File: config.mk
export PLATFORM = sky130hd
export DESIGN_NAME = ept_ctrl
export DESIGN_NICKNAME = d
export VERILOG_FILES = /design/src/rtl/ept_pkg.sv /design/src/rtl/ept_regs.sv /design/src/rtl/ept_engine.sv /design/src/rtl/ept_irq_gen.sv /design/src/rtl/ept_ctrl.sv
export SDC_FILE = /design/constraint.sdc
export NUM_CORES = 1
export LEC_CHECK = 0
export BUFFER_PORTS_ARGS = -buffer_cell sky130_fd_sc_hd__buf_4
export CORE_AREA = 4 4 167 185
export DETAILED_ROUTE_END_ITERATION = 16
export DIE_AREA = 0 0 171 189
export PLACE_DENSITY = 0.8
export SYNTH_ARGS = -nofsm -noshare
export SYNTH_HDL_FRONTEND = slang
export SYNTH_SLANG_ARGS = --single-unit
File: constraint.sdc
create_clock -name clk -period 4.7 [get_ports clk]
set_input_delay 0.235 -clock clk [delete_from_list [all_inputs] [get_ports clk]]
set_output_delay 0.235 -clock clk [all_outputs]
set_load 0.01 [all_outputs]
File: src/rtl/ept_pkg.sv
package ept_pkg;
  localparam int DATA_W = 32;
  localparam int CMD_W  = 6;
  localparam int ST_W   = 9;
  localparam int REG_AW = 3;

  // command bit positions
  localparam int C_RAISE_LEG  = 0;
  localparam int C_RAISE_MSI  = 1;
  localparam int C_RAISE_MSIX = 2;
  localparam int C_RD         = 3;
  localparam int C_WR         = 4;
  localparam int C_CP         = 5;

  // status bit positions
  localparam int S_RD_OK   = 0;
  localparam int S_RD_BAD  = 1;
  localparam int S_WR_OK   = 2;
  localparam int S_WR_BAD  = 3;
  localparam int S_CP_OK   = 4;
  localparam int S_CP_BAD  = 5;
  localparam int S_RAISED  = 6;
  localparam int S_SRC_INV = 7;
  localparam int S_DST_INV = 8;

  // register word indices
  localparam logic [REG_AW-1:0] RA_SCRATCH = 3'd0;
  localparam logic [REG_AW-1:0] RA_CMD     = 3'd1;
  localparam logic [REG_AW-1:0] RA_STATUS  = 3'd2;
  localparam logic [REG_AW-1:0] RA_SRC     = 3'd3;
  localparam logic [REG_AW-1:0] RA_DST     = 3'd4;
  localparam logic [REG_AW-1:0] RA_SIZE    = 3'd5;
  localparam logic [REG_AW-1:0] RA_KIND    = 3'd6;
  localparam logic [REG_AW-1:0] RA_VEC     = 3'd7;

  typedef enum logic [1:0] {IRQ_LEGACY = 2'd0, IRQ_MSI = 2'd1, IRQ_MSIX = 2'd2} irq_kind_e;
  typedef enum logic [2:0] {OP_NONE, OP_RAISE, OP_RD, OP_WR, OP_CP} op_e;
  typedef enum logic [1:0] {EN_IDLE, EN_REQ, EN_WAIT, EN_IRQ} eng_state_e;

  // isolate the lowest set command bit
  function automatic logic [CMD_W-1:0] lowest_one(input logic [CMD_W-1:0] v);
    return v & (~v + CMD_W'(1));
  endfunction

  function automatic logic addr_usable(input logic [31:0] a);
    return (a[1:0] == 2'b00) && (a != 32'd0);
  endfunction

  function automatic logic [31:0] words_for(input logic [31:0] nbytes);
    return (nbytes + 32'd3) >> 2;
  endfunction

  function automatic logic vec_allowed(input logic [1:0] kind, input logic [31:0] num,
                                       input int msi_max, input int msix_max);
    case (kind)
      IRQ_LEGACY: return num == 32'd0;
      IRQ_MSI:    return (num >= 32'd1) && (num <= 32'(msi_max));
      IRQ_MSIX:   return (num >= 32'd1) && (num <= 32'(msix_max));
      default:    return 1'b0;
    endcase
  endfunction

  function automatic logic [31:0] fill_word(input logic [31:0] seed, input logic [31:0] idx);
    return seed + idx;
  endfunction

  function automatic logic [ST_W-1:0] ok_mask(input op_e op);
    case (op)
      OP_RD:   return ST_W'(1) << S_RD_OK;
      OP_WR:   return ST_W'(1) << S_WR_OK;
      OP_CP:   return ST_W'(1) << S_CP_OK;
      default: return '0;
    endcase
  endfunction

  function automatic logic [ST_W-1:0] bad_mask(input op_e op);
    case (op)
      OP_RD:   return ST_W'(1) << S_RD_BAD;
      OP_WR:   return ST_W'(1) << S_WR_BAD;
      OP_CP:   return ST_W'(1) << S_CP_BAD;
      default: return '0;
    endcase
  endfunction
endpackage

File: src/rtl/ept_regs.sv
module ept_regs
  import ept_pkg::*;
#(
  parameter int ADDR_W = 32,
  parameter int SIZE_W = 16,
  parameter int VEC_W  = 12
) (
  input  logic                clk,
  input  logic                rst_n,
  input  logic                reg_we,
  input  logic [REG_AW-1:0]   reg_addr,
  input  logic [DATA_W-1:0]   reg_wdata,
  output logic [DATA_W-1:0]   reg_rdata,
  input  logic                cmd_take,
  input  logic                eng_idle,
  input  logic [ST_W-1:0]     st_set,
  input  logic                irq_seen,
  output logic [DATA_W-1:0]   scratch_q,
  output logic [CMD_W-1:0]    cmd_q,
  output logic [ST_W-1:0]     status_q,
  output logic [ADDR_W-1:0]   src_q,
  output logic [ADDR_W-1:0]   dst_q,
  output logic [SIZE_W-1:0]   size_q,
  output logic [1:0]          kind_q,
  output logic [VEC_W-1:0]    vec_q
);
  logic            busy;
  logic [ST_W-1:0] clr_mask;
  logic [ST_W-1:0] set_mask;

  assign busy     = !eng_idle || (cmd_q != '0);
  assign clr_mask = (reg_we && reg_addr == RA_STATUS) ? reg_wdata[ST_W-1:0] : '0;
  assign set_mask = st_set | (ST_W'(irq_seen) << S_RAISED);

  always_ff @(posedge clk) begin
    if (!rst_n) begin
      scratch_q <= '0;
      cmd_q     <= '0;
      status_q  <= '0;
      src_q     <= '0;
      dst_q     <= '0;
      size_q    <= '0;
      kind_q    <= '0;
      vec_q     <= '0;
    end else begin
      status_q <= (status_q & ~clr_mask) | set_mask;
      if (cmd_take) cmd_q <= '0;
      else if (reg_we && reg_addr == RA_CMD && !busy) cmd_q <= reg_wdata[CMD_W-1:0];
      if (reg_we) begin
        case (reg_addr)
          RA_SCRATCH: scratch_q <= reg_wdata;
          RA_SRC:     src_q     <= reg_wdata[ADDR_W-1:0];
          RA_DST:     dst_q     <= reg_wdata[ADDR_W-1:0];
          RA_SIZE:    size_q    <= reg_wdata[SIZE_W-1:0];
          RA_KIND:    kind_q    <= reg_wdata[1:0];
          RA_VEC:     vec_q     <= reg_wdata[VEC_W-1:0];
          default: ;
        endcase
      end
    end
  end

  always_comb begin
    case (reg_addr)
      RA_SCRATCH: reg_rdata = scratch_q;
      RA_CMD:     reg_rdata = DATA_W'(cmd_q);
      RA_STATUS:  reg_rdata = DATA_W'(status_q);
      RA_SRC:     reg_rdata = DATA_W'(src_q);
      RA_DST:     reg_rdata = DATA_W'(dst_q);
      RA_SIZE:    reg_rdata = DATA_W'(size_q);
      RA_KIND:    reg_rdata = DATA_W'(kind_q);
      default:    reg_rdata = DATA_W'(vec_q);
    endcase
  end
endmodule

File: src/rtl/ept_engine.sv
module ept_engine
  import ept_pkg::*;
#(
  parameter int ADDR_W = 32,
  parameter int SIZE_W = 16
) (
  input  logic              clk,
  input  logic              rst_n,
  input  logic [CMD_W-1:0]  cmd_pend,
  output logic              cmd_take,
  input  logic [ADDR_W-1:0] src_addr,
  input  logic [ADDR_W-1:0] dst_addr,
  input  logic [SIZE_W-1:0] xfer_size,
  input  logic [DATA_W-1:0] seed,
  output logic              mem_req_valid,
  output logic              mem_req_write,
  output logic [ADDR_W-1:0] mem_req_addr,
  output logic [DATA_W-1:0] mem_req_wdata,
  input  logic              mem_req_ready,
  input  logic              mem_rsp_valid,
  input  logic              mem_rsp_err,
  input  logic [DATA_W-1:0] mem_rsp_rdata,
  output logic [ST_W-1:0]   st_set,
  output logic              irq_fire,
  output logic              eng_idle
);
  localparam int WCNT_W = SIZE_W - 1;

  eng_state_e        state_q, state_d;
  op_e               op_q, start_op;
  logic [ADDR_W-1:0] src_l, dst_l;
  logic [DATA_W-1:0] seed_l, hold_q;
  logic [WCNT_W-1:0] idx_q, nw_q, nw_start;
  logic              fetch_q;
  logic [CMD_W-1:0]  sel;
  logic              src_inv, dst_inv, last_word;

  assign sel      = lowest_one(cmd_pend);
  assign nw_start = WCNT_W'(words_for(32'(xfer_size)));

  always_comb begin
    if (sel[C_RD])      start_op = OP_RD;
    else if (sel[C_WR]) start_op = OP_WR;
    else if (sel[C_CP]) start_op = OP_CP;
    else if (sel[C_RAISE_LEG] || sel[C_RAISE_MSI] || sel[C_RAISE_MSIX]) start_op = OP_RAISE;
    else                start_op = OP_NONE;
  end

  assign src_inv   = (start_op == OP_RD || start_op == OP_CP) && !addr_usable(32'(src_addr));
  assign dst_inv   = (start_op == OP_WR || start_op == OP_CP) && !addr_usable(32'(dst_addr));
  assign last_word = (idx_q == nw_q - WCNT_W'(1));

  always_comb begin
    state_d  = state_q;
    st_set   = '0;
    cmd_take = 1'b0;
    case (state_q)
      EN_IDLE: begin
        if (cmd_pend != '0) begin
          cmd_take = 1'b1;
          if (start_op == OP_RAISE) begin
            state_d = EN_IRQ;
          end else if (src_inv || dst_inv) begin
            st_set  = bad_mask(start_op) | (ST_W'(src_inv) << S_SRC_INV)
                    | (ST_W'(dst_inv) << S_DST_INV);
            state_d = EN_IRQ;
          end else if (nw_start == '0) begin
            st_set  = ok_mask(start_op);
            state_d = EN_IRQ;
          end else begin
            state_d = EN_REQ;
          end
        end
      end
      EN_REQ: if (mem_req_ready) state_d = EN_WAIT;
      EN_WAIT: begin
        if (mem_rsp_valid) begin
          if (mem_rsp_err) begin
            st_set  = bad_mask(op_q);
            state_d = EN_IRQ;
          end else if (op_q == OP_CP && fetch_q) begin
            state_d = EN_REQ;
          end else if (last_word) begin
            st_set  = ok_mask(op_q);
            state_d = EN_IRQ;
          end else begin
            state_d = EN_REQ;
          end
        end
      end
      default: state_d = EN_IDLE;
    endcase
  end

  always_ff @(posedge clk) begin
    if (!rst_n) begin
      state_q <= EN_IDLE;
      op_q    <= OP_NONE;
      src_l   <= '0;
      dst_l   <= '0;
      seed_l  <= '0;
      hold_q  <= '0;
      idx_q   <= '0;
      nw_q    <= '0;
      fetch_q <= 1'b0;
    end else begin
      state_q <= state_d;
      if (state_q == EN_IDLE && cmd_take) begin
        op_q    <= start_op;
        src_l   <= src_addr;
        dst_l   <= dst_addr;
        seed_l  <= seed;
        nw_q    <= nw_start;
        idx_q   <= '0;
        fetch_q <= (start_op == OP_RD) || (start_op == OP_CP);
      end else if (state_q == EN_WAIT && mem_rsp_valid && !mem_rsp_err) begin
        if (op_q == OP_CP && fetch_q) begin
          hold_q  <= mem_rsp_rdata;
          fetch_q <= 1'b0;
        end else if (!last_word) begin
          idx_q   <= idx_q + WCNT_W'(1);
          fetch_q <= (op_q != OP_WR);
        end
      end
    end
  end

  assign mem_req_valid = (state_q == EN_REQ);
  assign mem_req_write = !fetch_q;
  assign mem_req_addr  = (fetch_q ? src_l : dst_l) + ADDR_W'({idx_q, 2'b00});
  assign mem_req_wdata = (op_q == OP_WR) ? fill_word(seed_l, 32'(idx_q)) : hold_q;
  assign irq_fire      = (state_q == EN_IRQ);
  assign eng_idle      = (state_q == EN_IDLE);
endmodule

File: src/rtl/ept_irq_gen.sv
module ept_irq_gen
  import ept_pkg::*;
#(
  parameter int VEC_W    = 12,
  parameter int MSI_MAX  = 32,
  parameter int MSIX_MAX = 2048
) (
  input  logic             clk,
  input  logic             rst_n,
  input  logic             fire,
  input  logic [1:0]       kind_in,
  input  logic [VEC_W-1:0] num_in,
  output logic             irq_valid,
  output logic [1:0]       irq_kind,
  output logic [VEC_W-1:0] irq_vec
);
  logic allowed;
  assign allowed = vec_allowed(kind_in, 32'(num_in), MSI_MAX, MSIX_MAX);

  always_ff @(posedge clk) begin
    if (!rst_n) begin
      irq_valid <= 1'b0;
      irq_kind  <= '0;
      irq_vec   <= '0;
    end else begin
      irq_valid <= fire && allowed;
      if (fire && allowed) begin
        irq_kind <= kind_in;
        irq_vec  <= num_in;
      end
    end
  end
endmodule

File: src/rtl/ept_ctrl.sv
module ept_ctrl
  import ept_pkg::*;
#(
  parameter int ADDR_W   = 32,
  parameter int SIZE_W   = 16,
  parameter int VEC_W    = 12,
  parameter int MSI_MAX  = 32,
  parameter int MSIX_MAX = 2048
) (
  input  logic              clk,
  input  logic              rst_n,
  input  logic              reg_we,
  input  logic [2:0]        reg_addr,
  input  logic [31:0]       reg_wdata,
  output logic [31:0]       reg_rdata,
  output logic              mem_req_valid,
  output logic              mem_req_write,
  output logic [ADDR_W-1:0] mem_req_addr,
  output logic [31:0]       mem_req_wdata,
  input  logic              mem_req_ready,
  input  logic              mem_rsp_valid,
  input  logic              mem_rsp_err,
  input  logic [31:0]       mem_rsp_rdata,
  output logic              irq_valid,
  output logic [1:0]        irq_kind,
  output logic [VEC_W-1:0]  irq_vec
);
  logic [DATA_W-1:0] scratch_q;
  logic [CMD_W-1:0]  cmd_q;
  logic [ST_W-1:0]   status_q, st_set;
  logic [ADDR_W-1:0] src_q, dst_q;
  logic [SIZE_W-1:0] size_q;
  logic [1:0]        kind_q;
  logic [VEC_W-1:0]  vec_q;
  logic              cmd_take, eng_idle, irq_fire;

  ept_regs #(.ADDR_W(ADDR_W), .SIZE_W(SIZE_W), .VEC_W(VEC_W)) u_regs (
    .clk(clk), .rst_n(rst_n), .reg_we(reg_we), .reg_addr(reg_addr),
    .reg_wdata(reg_wdata), .reg_rdata(reg_rdata), .cmd_take(cmd_take),
    .eng_idle(eng_idle), .st_set(st_set), .irq_seen(irq_valid),
    .scratch_q(scratch_q), .cmd_q(cmd_q), .status_q(status_q), .src_q(src_q),
    .dst_q(dst_q), .size_q(size_q), .kind_q(kind_q), .vec_q(vec_q)
  );

  ept_engine #(.ADDR_W(ADDR_W), .SIZE_W(SIZE_W)) u_engine (
    .clk(clk), .rst_n(rst_n), .cmd_pend(cmd_q), .cmd_take(cmd_take),
    .src_addr(src_q), .dst_addr(dst_q), .xfer_size(size_q), .seed(scratch_q),
    .mem_req_valid(mem_req_valid), .mem_req_write(mem_req_write),
    .mem_req_addr(mem_req_addr), .mem_req_wdata(mem_req_wdata),
    .mem_req_ready(mem_req_ready), .mem_rsp_valid(mem_rsp_valid),
    .mem_rsp_err(mem_rsp_err), .mem_rsp_rdata(mem_rsp_rdata),
    .st_set(st_set), .irq_fire(irq_fire), .eng_idle(eng_idle)
  );

  ept_irq_gen #(.VEC_W(VEC_W), .MSI_MAX(MSI_MAX), .MSIX_MAX(MSIX_MAX)) u_irq (
    .clk(clk), .rst_n(rst_n), .fire(irq_fire), .kind_in(kind_q), .num_in(vec_q),
    .irq_valid(irq_valid), .irq_kind(irq_kind), .irq_vec(irq_vec)
  );
endmodule

-- Word-level counts from Yosys, hierarchy flattened
Cells that the tools add are included.
- flip-flop bits (word level): 320
- bits in latches: 0
- bits in writable memories: 0
- memory bits (read-only): 0
- output and inout port bits: 113
- logic and storage cells: 157
- memories kept: 0
- add/sub/neg operators: 6
- $mul: 0
- divide/modulo/power cells: 0
- magnitude comparators: 3
- eq/ne operators: 25
- shifts and indexed selects: 0
- mux-type cells: 42
- bitwise gates (word level): 12
- reductions and logical operators: 49
- operators with widths (cell ; count):
    32-bit one-hot mux with 7 select lines ; 1
    9-bit 2-to-1 mux ; 13
    32-bit 2-to-1 mux ; 2
    32-bit nonzero test ; 2
    6-bit one-hot mux with 3 select lines ; 2
    32-bit by 15-bit adder with 32-bit output ; 1
    32-bit by 17-bit adder with 32-bit output ; 1
    5-bit one-hot mux with 3 select lines ; 2
    3-bit by 2-bit equality test with 1-bit output (second input constant) ; 6
    3-bit equality test (second input constant) ; 6
    2-bit 2-to-1 mux ; 9
    9-bit bitwise OR ; 2
    9-bit one-hot mux with 2 select lines ; 1
    16-bit by 2-bit adder with 17-bit output (second input constant) ; 1
    15-bit by 1-bit adder with 15-bit output (second input constant) ; 1
    15-bit equality test ; 1
    15-bit logical NOT ; 1
    15-bit by 1-bit subtractor with 15-bit output (second input constant) ; 1
    1-bit logical AND ; 14
    2-bit AND reduction ; 7
    12-bit by 1-bit greater-or-equal comparator with 1-bit output (second input constant) ; 1
    12-bit <= comparator (second input constant) ; 1
    12-bit by 6-bit <= comparator with 1-bit output (second input constant) ; 1
    12-bit logical NOT ; 1
    other kinds (27) ; 59

-- Longest topological paths before layout
- word-level depth: 25
- depth in mapped cells: 16
- gate-level depth less buffers: 12

-- By module
Synthesis repeated with hierarchy kept, for this count alone.
- cells, all modules: 2204
- area total of the unflattened synthesis: 16968.8 um^2
- modules (own cells, without submodules) (module ; times used ; cells each ; area an instance (um^2) ; sequential area each (um^2)):
    ept_engine ; 1 ; 1297 ; 9635.5 ; 3283.1
    ept_regs ; 1 ; 794 ; 6364.9 ; 2822.7
    ept_irq_gen ; 1 ; 113 ; 968.4 ; 300.3

-- Worst setup path before layout
OpenSTA, ideal clock, no wires.
- path type: flip-flop to output port
- start point: register u_engine.fetch_q
- end point: output mem_req_addr[27]
- arrival time: 3980 ps
- required time: 4465 ps
- path slack: 485 ps
- cell stages (with the launch flop): 17
- path buffers: 5
- cell sequence: dfxtp_1 > clkbuf_1 > buf_1 > clkbuf_1 > clkbuf_1 > mux2i_1 > inv_1 > ha_1 > a211oi_1 > o211ai_1 > nand2_1 > o221ai_1 > a21oi_1 > nor2b_1 > clkbuf_1 > and3b_1 > o21ai_0
- word-level cells in the longest chain between the ends: 2
- RTL lines (item ; line ; text):
    start, declared ; ept_engine.sv:34 ; logic fetch_q;
    start signal, assigned ; ept_engine.sv:115 ; fetch_q <= (start_op == OP_RD) || (start_op == OP_CP);
    start signal, assigned ; ept_engine.sv:122 ; fetch_q <= (op_q != OP_WR);
    32-bit 2-to-1 mux ; ept_engine.sv:130 ; assign mem_req_addr = (fetch_q ? src_l : dst_l) + ADDR_W'({idx_q, 2'b00});
    32-bit by 17-bit adder with 32-bit output ; ept_engine.sv:130 ;
    end, declared ; ept_ctrl.sv:18 ; output logic [ADDR_W-1:0] mem_req_addr,
No other way between the ends.

-- Final worst setup path
Ends and elaborated chain as after synthesis.

==> impl_metrics.csv <==
group,metric,value,unit
clock_network,worstSkewPairLatency,0.52,ns
synthesis,yosys.area.top_type,"dfxtp_1",
critical_path,start_kind,"flip-flop",
synthesis,ys_ff_latch,320,
placement,gp_congestion,0.938,
clock_network,postCtsResizedCells,0,
critical_path,cp_max_fo,32,
critical_path,critical_path_class,"flip-flop to primary output",
clock_network,cts_sinks,320,
critical_path,arrival,4.10,ns
synthesis,syn_area,17000,um2
critical_path,max_stage_delay,0.54,ns
floorplanning,core,29200,um2
hold_path,hold_class,"input port to flip-flop",
synthesis,synth_edf_count,0,
timing,max_freq,0.231,GHz
critical_path,worst-path-buf-inv,2,
synthesis,synthTopCellsByArea,"dfxtp_1 (38%), nand2_1 (14%), a21boi_0 (11%)",
placement,hpwl,36700,um
timing,skew,0.0191,ns
status,status,"completed",
timing,setup_viol,0,
critical_path,critPathTopFamily,"compound AO/OA/AOI/OAI gates",
synthesis,synth_compound_area_share,22.7,%
detailed_routing,detail_route.iter0.violations,1792,
hold_path,hp-start,"mem_rsp_rdata[18]",
synthesis,synthAdderAreaFrac,2.82,%
floorplanning,die_h,189,um
critical_path,cp_data_required_time,4.47,ns
synthesis,seq_area_frac_synth,37.8,%
final_layout,antennaDiodeCount,0,
clock_network,clkTransAtPathRegs,0.06,ns
synthesis,synthMuxAreaShare,4.12,%
critical_path,critPathCaptureType,"primary output",
synthesis,synth_warnings,0,
detailed_routing,ant_nets,0,
placement,dp_cells,2609,
final_layout,fin_cells,2708,
floorplanning,rows,66,
clock_network,cts_buffers,35,
detailed_routing,wl,51800,um
timing,relSlewSlack,25.8,%
critical_path,r2r-start,"u_engine.nw_q[0]",
synthesis,synth_xor_area_share,4.44,%
pwr,power_density,326,nW/um2
global_route,grt_max_degree,128,
clock_network,postCtsSetupBuffers,0,
detailed_routing,vias_per_cell,5.98,
detailed_routing,wl_per_cell,19.1,um
clock_network,htree_levels,2,
placement,placed_area,18400,um2
clock_network,cts_hold_buf,38,
job,cap_violations,0,
final_layout,syn_to_final_growth,17.6,%
critical_path,crit_start,"u_engine.fetch_q",
floorplanning,io_pins,186,
final_layout,final_area,20000,um2
final_layout,drive_gt1_share,13.0,%
global_route,grt_pass1_vias,14958,
timing,slew_violations,0,
synthesis,synthSimpleGateAreaFrac,24.3,%
synthesis,synth_cell_types,73,
detailed_routing,drt_first_pass_iters,5,
pwr,vdd_drop_max,0.250,mV
synthesis,synth_top_area_share,37.8,%
synthesis,ys_top_cells_by_count,"nand2_1 (644), dfxtp_1 (320), a21boi_0 (255)",
global_route,grt_usage,30.9,%
global_route,grt_pass1_wl,81000,um
timing,fin_tns_setup,0,ns
timing,rsz0062_at_grt,"false",
clock_network,root_buffer,"clkbuf_16",
critical_path,path_cells,"buf_4 > mux2_2 > ha_1 > a21o_1 > a21oi_1 > o221ai_1 > a21oi_1 > nor2b_1 > and3b_1 > o21ai_0 > buf_4",
floorplanning,die_area,32300,um2
synthesis,synth_fp_nets,2285,
detailed_routing,dr_total_vias,16206,
synthesis,synth_area_per_cell,7.80,um2
timing,hold_viol,0,
detailed_routing,drc,0,
synthesis,async_flop_share,0,%
synthesis,synthMostInstantiatedCell,"nand2_1",
timing,post-route-period-util,92.2,%
synthesis,ys.flop_type,"dfxtp_1",
timing,tightestPinTransition,1.11,ns
floorplanning,die_width,171,um
global_route,antenna_found_initial,0,
global_route,grt.overflow.total,0,
final_layout,final_nets,2420,
placement,numPortBuffers,185,
timing,hold_ws,0.0000671,ns
synthesis,synthCells,2175,
pwr,p_leak,0.00746,uW
clock_network,cts_tree,"yes",
clock_network,clockBufferDepth,3,
synthesis,synth_top_family_by_area,"simple AND/OR/NAND/NOR gates",
timing,fin_crit,4.33,ns
critical_path,slowest_stage,"dfxtp_2",
floorplanning,initial_utilization,58.0,%
==> registers in the layout, summed over array words and instances, names as in the netlist <==
name	count
u_engine.src_l	32
u_engine.dst_l	32
u_regs.kind_q	2
u_regs.status_q	9
u_irq.irq_valid	1
u_engine.fetch_q	1
u_engine.hold_q	32
u_engine.nw_q	15
u_regs.scratch_q	32
u_regs.size_q	16
u_irq.irq_kind	2
u_engine.idx_q	15
u_regs.vec_q	12
u_regs.cmd_q	6
u_engine.op_q	3
u_regs.src_q	32
u_engine.seed_l	32
u_regs.dst_q	32
u_irq.irq_vec	12
u_engine.state_q	2
==> metal layers <==
layer  vias to the layer above  track usage, %  wire length, um
met4                         0            9.48             1580
met3                       116            5.70             4700
li1                       7739               -                -
met1                      7593            45.4            23100
met2                       758            46.1            22400
met5                         -               0                0
==> cells by family after synthesis <==
kind of cell               count (synthesis)
AOI/OAI and AO/OA                        559
xor gates and xnor gates                  86
adders and majority gates                 37
buffers and inverters                    166
DFF                                      320
muxes                                     67
and+or+nand+nor                          940
==> path summary, 6_finish.rpt <==
path	endpoint	slack [ns]	cells after the start
max	mem_req_addr[27]	0.37	11
min	u_engine.hold_q[18]	0.00007	3
max reg2reg	u_regs.status_q[0]	1.54	10
min reg2reg	u_engine.dst_l[25]	0.46	2
==> area by class of cell <==
class                           instances  area, um2
Multi-Input combinational cell       1689       9940
Fill cell                            2424       9280
Sequential cell                       320       6410
Timing Repair Buffer                  238       1890
Clock buffer                           45        983
Tap cell                              374        468
Clock inverter                         16        173
Inverter                               26       97.6
==> metrics by stage <==
stage          setup slack [ns]  util, %  total power (uW)
2_1_floorplan             0.485        -              3490
3_3_place_gp               1.06     63.0              3720
3_5_place_dp              0.979     63.0              3750
4_1_cts                   0.432     68.3              6510
5_1_grt                   0.241     68.3              6720
6_report                  0.366     68.3              6510
==> layout by cell type (no fill, tap or decap), types with 8 or more instances in the layout <==
cell           synthesis  layout
dlygate4sd3_1          0      38
ha_1                  35      35
a21oi_1               75      75
xor2_1                48      48
and2_1                19      18
nand2b_1               8       8
a21o_1                 9       9
nor3b_1                8       8
nor4_1                26      26
nand4_1               13      13
dfxtp_1              320     319
nor2_1                72      72
nand3_1               31      30
clkbuf_16              0      35
mux2_2                23      23
and3_1                12      12
o31ai_1               12      12
mux2i_1               44      44
nand2_1              644     643
a22oi_1               25      25
o211a_1               13      13
nor3_1                22      20
o21a_1                11      11
nor2b_1               36      36
o21ai_0               97      97
xnor2_1               38      38
clkinv_2               0       8
inv_1                 25      25
buf_4                  0     199
a21boi_0             255     255
or3_1                 13      13
==> worst register-to-register path, stage by stage, from the launching register on <==
cell      delay, ns
dfxtp_1        0.36
inv_1          0.08
ha_1           0.22
or4b_2         0.63
nor3_1         0.34
nand3_1        0.12
a311oi_1       0.34
o211ai_2       0.20
nand4b_4       0.36
nor4_2         0.30
o21a_1         0.16
==> where the power goes <==
group          internal [uW]  total [uW]  switching [uW]
clock                   1650        2780            1130
sequential              2770        2870            96.1
combinational            335         860             525
Note: power is estimated with default switching activity, not from simulation.
